--- src/rtl/sa_pkg.sv ---
package sa_pkg;

  localparam int IRQ_W = 1;

  typedef enum logic [2:0] {
    IDX_COUNT = 3'd0,
    IDX_MATCH = 3'd1,
    IDX_LOAD  = 3'd2,
    IDX_CTRL  = 3'd3,
    IDX_MASK  = 3'd4,
    IDX_RAW   = 3'd5,
    IDX_MSTAT = 3'd6,
    IDX_CLEAR = 3'd7
  } reg_idx_e;

  typedef struct packed {
    logic match;
    logic load;
    logic ctrl;
    logic mask;
    logic clear;
  } wr_strobe_t;

  // Sticky status: a new event wins over a clear request.
  function automatic logic [IRQ_W-1:0] status_next(
    input logic [IRQ_W-1:0] cur,
    input logic [IRQ_W-1:0] set,
    input logic [IRQ_W-1:0] clr
  );
    return set | (cur & ~clr);
  endfunction

endpackage

--- src/rtl/sa_decode.sv ---
module sa_decode
  import sa_pkg::*;
#(
  parameter int ADDR_W = 6
) (
  input  logic              bus_sel,
  input  logic              bus_wr,
  input  logic [ADDR_W-1:0] bus_addr,
  output wr_strobe_t        we,
  output logic              rd_en,
  output reg_idx_e          rd_idx
);

  logic upper_zero;
  logic aligned;
  logic hit;
  logic wr_go;

  generate
    if (ADDR_W > 5) begin : g_hi
      assign upper_zero = (bus_addr[ADDR_W-1:5] == '0);
    end else begin : g_nohi
      assign upper_zero = 1'b1;
    end
  endgenerate

  assign aligned = (bus_addr[1:0] == 2'b00);
  assign hit     = bus_sel & aligned & upper_zero;
  assign rd_idx  = reg_idx_e'(bus_addr[4:2]);
  assign rd_en   = hit & ~bus_wr;
  assign wr_go   = hit & bus_wr;

  always_comb begin
    we = '0;
    if (wr_go) begin
      case (rd_idx)
        IDX_MATCH: we.match = 1'b1;
        IDX_LOAD:  we.load  = 1'b1;
        IDX_CTRL:  we.ctrl  = 1'b1;
        IDX_MASK:  we.mask  = 1'b1;
        IDX_CLEAR: we.clear = 1'b1;
        default:   we = '0;
      endcase
    end
  end

endmodule

--- src/rtl/sa_counter.sv ---
module sa_counter #(
  parameter int CNT_W = 32
) (
  input  logic             clk,
  input  logic             rst_n,
  input  logic             tick,
  input  logic             run,
  input  logic             load_we,
  input  logic [CNT_W-1:0] load_val,
  output logic             adv,
  output logic [CNT_W-1:0] cnt
);

  // Load beats advance; advance wraps naturally at the top.
  function automatic logic [CNT_W-1:0] count_step(
    input logic [CNT_W-1:0] cur,
    input logic             step,
    input logic             ld,
    input logic [CNT_W-1:0] ld_val
  );
    if (ld)        return ld_val;
    else if (step) return cur + CNT_W'(1);
    else           return cur;
  endfunction

  assign adv = tick & run;

  always_ff @(posedge clk) begin
    if (!rst_n) cnt <= '0;
    else        cnt <= count_step(cnt, adv, load_we, load_val);
  end

endmodule

--- src/rtl/sa_alarm.sv ---
module sa_alarm
  import sa_pkg::*;
#(
  parameter int CNT_W = 32
) (
  input  logic             clk,
  input  logic             rst_n,
  input  logic [CNT_W-1:0] cnt,
  input  logic [CNT_W-1:0] match_val,
  input  logic [IRQ_W-1:0] mask,
  input  logic             clr_we,
  input  logic [IRQ_W-1:0] clr_bits,
  output logic             hit,
  output logic             evt,
  output logic [IRQ_W-1:0] raw,
  output logic [IRQ_W-1:0] mstat,
  output logic             irq
);

  logic             hit_q;
  logic [IRQ_W-1:0] set_vec;
  logic [IRQ_W-1:0] clr_vec;

  assign hit     = (cnt == match_val);
  assign evt     = hit & ~hit_q;
  assign set_vec = IRQ_W'(evt);
  assign clr_vec = clr_we ? clr_bits : '0;

  // hit_q starts high so equality present at reset raises no event.
  always_ff @(posedge clk) begin
    if (!rst_n) begin
      hit_q <= 1'b1;
      raw   <= '0;
    end else begin
      hit_q <= hit;
      raw   <= status_next(raw, set_vec, clr_vec);
    end
  end

  assign mstat = raw & mask;
  assign irq   = |mstat;

endmodule

--- src/rtl/sec_alarm_timer.sv ---
module sec_alarm_timer
  import sa_pkg::*;
#(
  parameter int DATA_W = 32,
  parameter int ADDR_W = 6
) (
  input  logic              clk,
  input  logic              rst_n,
  input  logic              tick_1hz,
  input  logic              bus_sel,
  input  logic              bus_wr,
  input  logic [ADDR_W-1:0] bus_addr,
  input  logic [DATA_W-1:0] bus_wdata,
  output logic [DATA_W-1:0] bus_rdata,
  output logic              irq_out
);

  localparam int PAD_W = DATA_W - IRQ_W;

  wr_strobe_t       we;
  logic             rd_en;
  reg_idx_e         rd_idx;

  logic [DATA_W-1:0] match_q;
  logic [DATA_W-1:0] load_q;
  logic              run_q;
  logic [IRQ_W-1:0]  mask_q;

  // Named internal events for the checker.
  logic              load_we;
  logic              clr_we;
  logic              adv;
  logic [DATA_W-1:0] cnt_q;
  logic              hit;
  logic              match_evt;
  logic [IRQ_W-1:0]  raw_q;
  logic [IRQ_W-1:0]  mstat;

  sa_decode #(.ADDR_W(ADDR_W)) u_dec (
    .bus_sel (bus_sel),
    .bus_wr  (bus_wr),
    .bus_addr(bus_addr),
    .we      (we),
    .rd_en   (rd_en),
    .rd_idx  (rd_idx)
  );

  assign load_we = we.load;
  assign clr_we  = we.clear;

  always_ff @(posedge clk) begin
    if (!rst_n) begin
      match_q <= '0;
      load_q  <= '0;
      run_q   <= 1'b1;
      mask_q  <= '0;
    end else begin
      if (we.match) match_q <= bus_wdata;
      if (we.load)  load_q  <= bus_wdata;
      if (we.ctrl)  run_q   <= bus_wdata[0];
      if (we.mask)  mask_q  <= bus_wdata[IRQ_W-1:0];
    end
  end

  sa_counter #(.CNT_W(DATA_W)) u_cnt (
    .clk     (clk),
    .rst_n   (rst_n),
    .tick    (tick_1hz),
    .run     (run_q),
    .load_we (load_we),
    .load_val(bus_wdata),
    .adv     (adv),
    .cnt     (cnt_q)
  );

  sa_alarm #(.CNT_W(DATA_W)) u_alm (
    .clk      (clk),
    .rst_n    (rst_n),
    .cnt      (cnt_q),
    .match_val(match_q),
    .mask     (mask_q),
    .clr_we   (clr_we),
    .clr_bits (bus_wdata[IRQ_W-1:0]),
    .hit      (hit),
    .evt      (match_evt),
    .raw      (raw_q),
    .mstat    (mstat),
    .irq      (irq_out)
  );

  always_comb begin
    bus_rdata = '0;
    if (rd_en) begin
      case (rd_idx)
        IDX_COUNT: bus_rdata = cnt_q;
        IDX_MATCH: bus_rdata = match_q;
        IDX_LOAD:  bus_rdata = load_q;
        IDX_CTRL:  bus_rdata = {{(DATA_W-1){1'b0}}, run_q};
        IDX_MASK:  bus_rdata = {{PAD_W{1'b0}}, mask_q};
        IDX_RAW:   bus_rdata = {{PAD_W{1'b0}}, raw_q};
        IDX_MSTAT: bus_rdata = {{PAD_W{1'b0}}, mstat};
        default:   bus_rdata = '0;
      endcase
    end
  end

endmodule

--- config.mk ---
export PLATFORM = sky130hd
export DESIGN_NAME = sec_alarm_timer
export DESIGN_NICKNAME = d
export VERILOG_FILES = /design/src/rtl/sa_pkg.sv /design/src/rtl/sa_decode.sv /design/src/rtl/sa_counter.sv /design/src/rtl/sa_alarm.sv /design/src/rtl/sec_alarm_timer.sv
export SDC_FILE = /design/constraint.sdc
export NUM_CORES = 1
export LEC_CHECK = 0
export ABC_AREA = 1
export BUFFER_PORTS_ARGS = -buffer_cell sky130_fd_sc_hd__clkbuf_2
export CORE_AREA = 2 2 75 131
export DETAILED_ROUTE_END_ITERATION = 10
export DIE_AREA = 0 0 77 133
export PLACE_DENSITY = 0.84
export SKIP_CTS_REPAIR_TIMING = 1
export SLEW_MARGIN = 20
export SYNTH_ARGS = -nofsm -noshare
export SYNTH_HDL_FRONTEND = slang
export SYNTH_SLANG_ARGS = --single-unit
--- constraint.sdc ---
create_clock -name clk -period 3.9 [get_ports clk]
set_input_delay 0 -clock clk [delete_from_list [all_inputs] [get_ports clk]]
set_output_delay 0 -clock clk [all_outputs]
set_load 0.01 [all_outputs]
# Word level (Yosys, flattened, before mapping)
# Cells that the tools add are included.
[op_classes]
n_reduce_logical = 3
bitwise = 13
addsub = 1
muxes = 11
n_eq_ne = 8
[op_table]
columns = ["op", "count"]
rows = [
  ["32-bit case mux with 7 select lines", 1],
  ["32-bit 2-to-1 mux", 3],
  ["32-bit by 1-bit adder with 32-bit output, second input constant", 1],
  ["32-bit == test", 1],
  ["3-bit == test, second input constant", 4],
  ["1-bit AND", 8],
  ["3-bit by 2-bit == test with 1-bit output, second input constant", 2],
  ["1-bit 2-to-1 mux", 6],
  ["5-bit 2-to-1 mux", 1],
  ["1-bit inverter", 4],
  ["3-bit by 1-bit == test with 1-bit output, second input constant", 1],
  ["3-bit zero test", 1],
  ["2-bit zero test", 1],
  ["2-bit nonzero test", 1],
  ["1-bit OR", 1],
]
[totals]
reg_bits = 100
out_inout_bits = 33
word_cells = 43

# Longest topological paths before layout
[logic_depth]
word_depth = 9
ltp_mapped = 11
ltp_nobuf = 10

# Modules after synthesis
# From an unflattened synthesis, not the netlist that was laid out.
[unflattened]
cells_unflattened = 1019
area_unflattened_um2 = 6209.7
[modules_own_cells]
columns = ["module", "cells_per_inst", "instances", "area_per_inst_um2"]
rows = [
  ["sec_alarm_timer", 504, 1, 3229.3],
  ["sa_counter", 372, 1, 2257.2],
  ["sa_alarm", 121, 1, 611.8],
  ["sa_decode", 22, 1, 111.4],
]

# Worst setup path after synthesis
# No wires, ideal clock.
[synth_timing]
path_kind = "register to register"
from = "register u_cnt.cnt[1]"
to = "register u_cnt.cnt[22]"
setup_time_ns = 0.132
n_path_buf = 0
t_arrival_ns = 1.441
slack_ns = 2.327
path_stages_with_launch = 10
required_ns = 3.768
path_cell_list = "dfxtp_1 > ha_1 > nand2_1 > nor2_1 > nand2_1 > nor2_1 > nand2_1 > xor2_1 > nand2_1 > a21oi_1"
[synth_via]
elab_chain_len = 3
[synth_lines]
columns = ["element", "line", "text"]
rows = [
  ["start: declaration", "sa_counter.sv:11", "output logic [CNT_W-1:0] cnt"],
  ["start signal: assignment", "sa_counter.sv:30", "else cnt <= count_step(cnt, adv, load_we, load_val);"],
  ["32-bit by 1-bit adder with 32-bit output", "sa_counter.sv:22", "else if (step) return cur + CNT_W'(1);"],
  ["32-bit 2-to-1 mux", "sa_counter.sv:22", ""],
  ["32-bit 2-to-1 mux", "sa_counter.sv:21", "if (ld) return ld_val;"],
]
# No other way between the ends. The select of a mux whose other input is x is not followed.
# A chain may end at the register's enable or synchronous reset.

# Final worst setup path
[layout_timing]
from = "input port bus_addr[2]"
to = "output port bus_rdata[0]"
[layout_via]
elab_chain_len = 3
elab_cells_between_ends = 9
[layout_lines]
columns = ["element", "line", "text"]
rows = [
  ["start: declaration", "sec_alarm_timer.sv:12", "input logic [ADDR_W-1:0] bus_addr,"],
  ["3-bit == test (tied with other cells)", "sec_alarm_timer.sv:94", "case (rd_idx)"],
  ["32-bit case mux with 7 select lines *", "sec_alarm_timer.sv:94", ""],
  ["32-bit 2-to-1 mux *", "sec_alarm_timer.sv:93", "if (rd_en) begin"],
  ["end: declaration", "sec_alarm_timer.sv:14", "output logic [DATA_W-1:0] bus_rdata,"],
]
# Mark *: on every way between the ends. The rest lies on a longest branch, timed or not.

==> impl_metrics.csv <==
group,metric,value,unit
timing,skew,0.005676,ns
worst_setup_path,start_kind,"input port",
timing,tightest_slew,1.039,ns
floorplanning,die_y,133,µm
detailed_routing,totalWireLength,17.30,mm
timing,max_clock_freq,463.4,MHz
timing,fin_ws,1.742,ns
timing,slew_headroom,30.56,%
clocking,tritoncts,"built",
detailed_routing,drc,0,
synthesis,synth.top_cell.area_share,35.12,%
clocking,clockBufferDepth,2,
detailed_routing,wl_met3,1.196,mm
floorplanning,dieArea,10240,µm²
grt,grt_max_degree,61,
synthesis,synth_xor_xnor_area_share,5.378,%
status,status,"finished, final reports clean",
finish,finalNetCount,1042,
floorplanning,ios,76,
detailed_routing,drtIter0Drc,628,
power_and_ir_drop,clock_power_share,44.1,%
synthesis,synth_area_leaders,"dfxtp_1, nand2_1, inv_1, a21oi_1, nor2_1",
synthesis,ys_types,27,
timing,fin_crit_sh,55.34,%
synthesis,synth_area_leader_cell,"dfxtp_1",
worst_setup_path,cp_max_fo,25,
synthesis,syn_nets,959,
synthesis,synth_fa_ha_area_share,0.2195,%
timing,fin_tns_setup,0,ns
worst_hold_path,hold_path_class,"in2reg",
worst_setup_path,cp.required,3.90,ns
detailed_routing,met2_length,9.077,mm
grt,grtUsageTotal,33.09,%
synthesis,synth-simple-area-share,32.44,%
finish,area_growth,18.17,%
floorplanning,core,9291,µm²
synthesis,synth_top_family_by_area,"simple AND/OR/NAND/NOR gates",
floorplanning,die_w,77,µm
worst_setup_path,reg2reg_slack,1.80,ns
detailed_routing,highest_layer,"met4",
power_and_ir_drop,swShare,23.24,%
clocking,cts_sinks,100,
clocking,htree_levels,3,
synthesis,yosys_register_bits,100,
clocking,numCtsBuffers,9,
place,pre_cts_slack,1.559,ns
detailed_routing,ant_nets,0,
detailed_routing,wl_per_cell,15.38,µm
power_and_ir_drop,power.internal,1.637,mW
power_and_ir_drop,power_frac_comb,7.3,%
finish,final_cell_mix,"nand2_1, inv_1, dfxtp_1",
synthesis,synth_area,5700,µm²
worst_setup_path,critical_path_arrival,2.16,ns
power_and_ir_drop,p_per_area,316.7,nW/µm²
place,dpl.hpwl,11.49,mm
timing,setup_viol,0,
power_and_ir_drop,p_seq_share,48.6,%
timing,drv_slew,0,
finish,final_layout_size_suffix_gt1_share,11.07,%
timing,rsz0062_at_grt,"no",
grt,grt_overflow,0,
finish,final_common_cell,"nand2_1",
floorplanning,initial_utilization,61.35,%
timing,period_minus_slack,2.158,ns
synthesis,synth_compound_area_share,16.18,%
synthesis,ys_warn_count,0,
clocking,cts-root-buf,"clkbuf_16",
grt,antenna_found_initial,0,
synthesis,muxShareOfSynthArea,0,%
detailed_routing,first_pass_iters,6,
worst_setup_path,crit_path_end_kind,"output pin",
clocking,clock_latency,0.35,ns
power_and_ir_drop,p_sw,0.4959,mW
grt,grt_pass1_vias,5783,
grt,grt_pass1_wl,26.96,mm
floorplanning,fp-row-count,47,
place,globalplace.congestion,0.9761,
detailed_routing,wl_met1,6.207,mm
worst_setup_path,critPathKind,"in2out",
flow_run,drv_cap,0,
detailed_routing,via_count,6325,
timing,finalHoldViolCount,0,
power_and_ir_drop,p_leak,2.969,nW
finish,num_antenna_cells,0,
clocking,cts.reportedPaths.clkPinSlew,0.07,ns
place,numPortBuffers,75,
power_and_ir_drop,ir_worst_vdd,0.0002813,V
synthesis,syn_inst,915,
synthesis,avgSynthCellArea,6.230,µm²
synthesis,ys_seq_area_share,35.12,%
detailed_routing,routed_via_density,5.622,
power by group through the flow:
stage | Sequential (mW) | Combinational, mW | Clock (mW)
2_1_floorplan | 1.06 | 0.0722 | 0
3_3_place_gp | 1.06 | 0.125 | 0
3_5_place_dp | 1.06 | 0.126 | 0
4_1_cts | 1.04 | 0.127 | 0.940
5_1_grt | 1.04 | 0.169 | 0.985
6_report | 1.04 | 0.156 | 0.941
cells in the mapped netlist:
library cell,number
o21ai_0,60
a31oi_1,7
o211ai_1,14
clkbuf_2,2
a32o_1,1
clkinv_1,2
nor3_1,12
nand2_2,1
or2_2,1
xor2_1,10
ha_1,1
nor2_4,2
nor3_4,1
buf_4,4
buf_2,4
nor2_2,5
inv_1,109
nand2_1,283
a21oi_1,75
o221ai_1,10
clkbuf_1,31
nand4_1,6
inv_2,4
dfxtp_1,100
nand3_1,50
nor2_1,95
xnor2_1,25
per-layer routing:
| layer | vias up | GRT usage [%] |
|---|---|---|
| li1 | 3083 | - |
| met1 | 2871 | 36.02 |
| met2 | 300 | 59.99 |
| met3 | 71 | 5.116 |
| met4 | 0 | 18.85 |
| met5 | - | 0 |
cells by family after synthesis:
family | count (synthesis)
buffers and inverters | 156
DFF | 100
xor gates and xnor gates | 35
adders and majority gates | 1
AOI/OAI and AO/OA | 167
and+or+nand+nor | 456
layout make-up:
| cell class | count | area (µm²) |
|---|---|---|
| clock buffers | 13 | 270.3 |
| clock inverters | 3 | 43.79 |
| fillers | 848 | 2555 |
| inverters | 115 | 431.7 |
| multi-input cells | 659 | 3095 |
| flip-flops and latches | 100 | 2002 |
| well taps | 122 | 152.6 |
| repair buffers | 113 | 740.7 |
final timing paths:
kind / startpoint / end / cells after the start
worst max register to register: u_cnt.cnt[1] / u_cnt.cnt[22] / 9
worst max-delay path: bus_addr[2] / bus_rdata[0] / 7
worst min register to register: load_q[8] / load_q[8] / 2
worst min-delay path: bus_addr[4] / mask_q / 3
worst max-delay path, cell delays in order:
cell	delay [ns]
clkbuf_2	0.14
nor2_2	0.46
nand2_1	0.75
o21ai_0	0.39
nor3_1	0.08
nor3_1	0.16
clkbuf_2	0.16
per-stage QoR:
step	std cells	util [%]	hold WS [ns]	power, mW	area (µm²)
finish	1125	72.50	0.08330	2.133	6736
global route	1125	72.50	0.1138	2.192	6736
CTS	1093	69.05	-0.1022	2.103	6416
detailed placement	1077	65.67	0.2536	1.186	6102
global placement	1077	65.67	0.2450	1.185	6102
floorplan	915	-	0.05440	1.130	5700
state kept, by name, summed over array words and instances (netlist names):
register / cells
load_q: 32
mask_q: 1
match_q: 32
run_q: 1
u_alm.hit_q: 1
u_alm.raw: 1
u_cnt.cnt: 32
No activity file was read; power rests on OpenSTA's default activity.
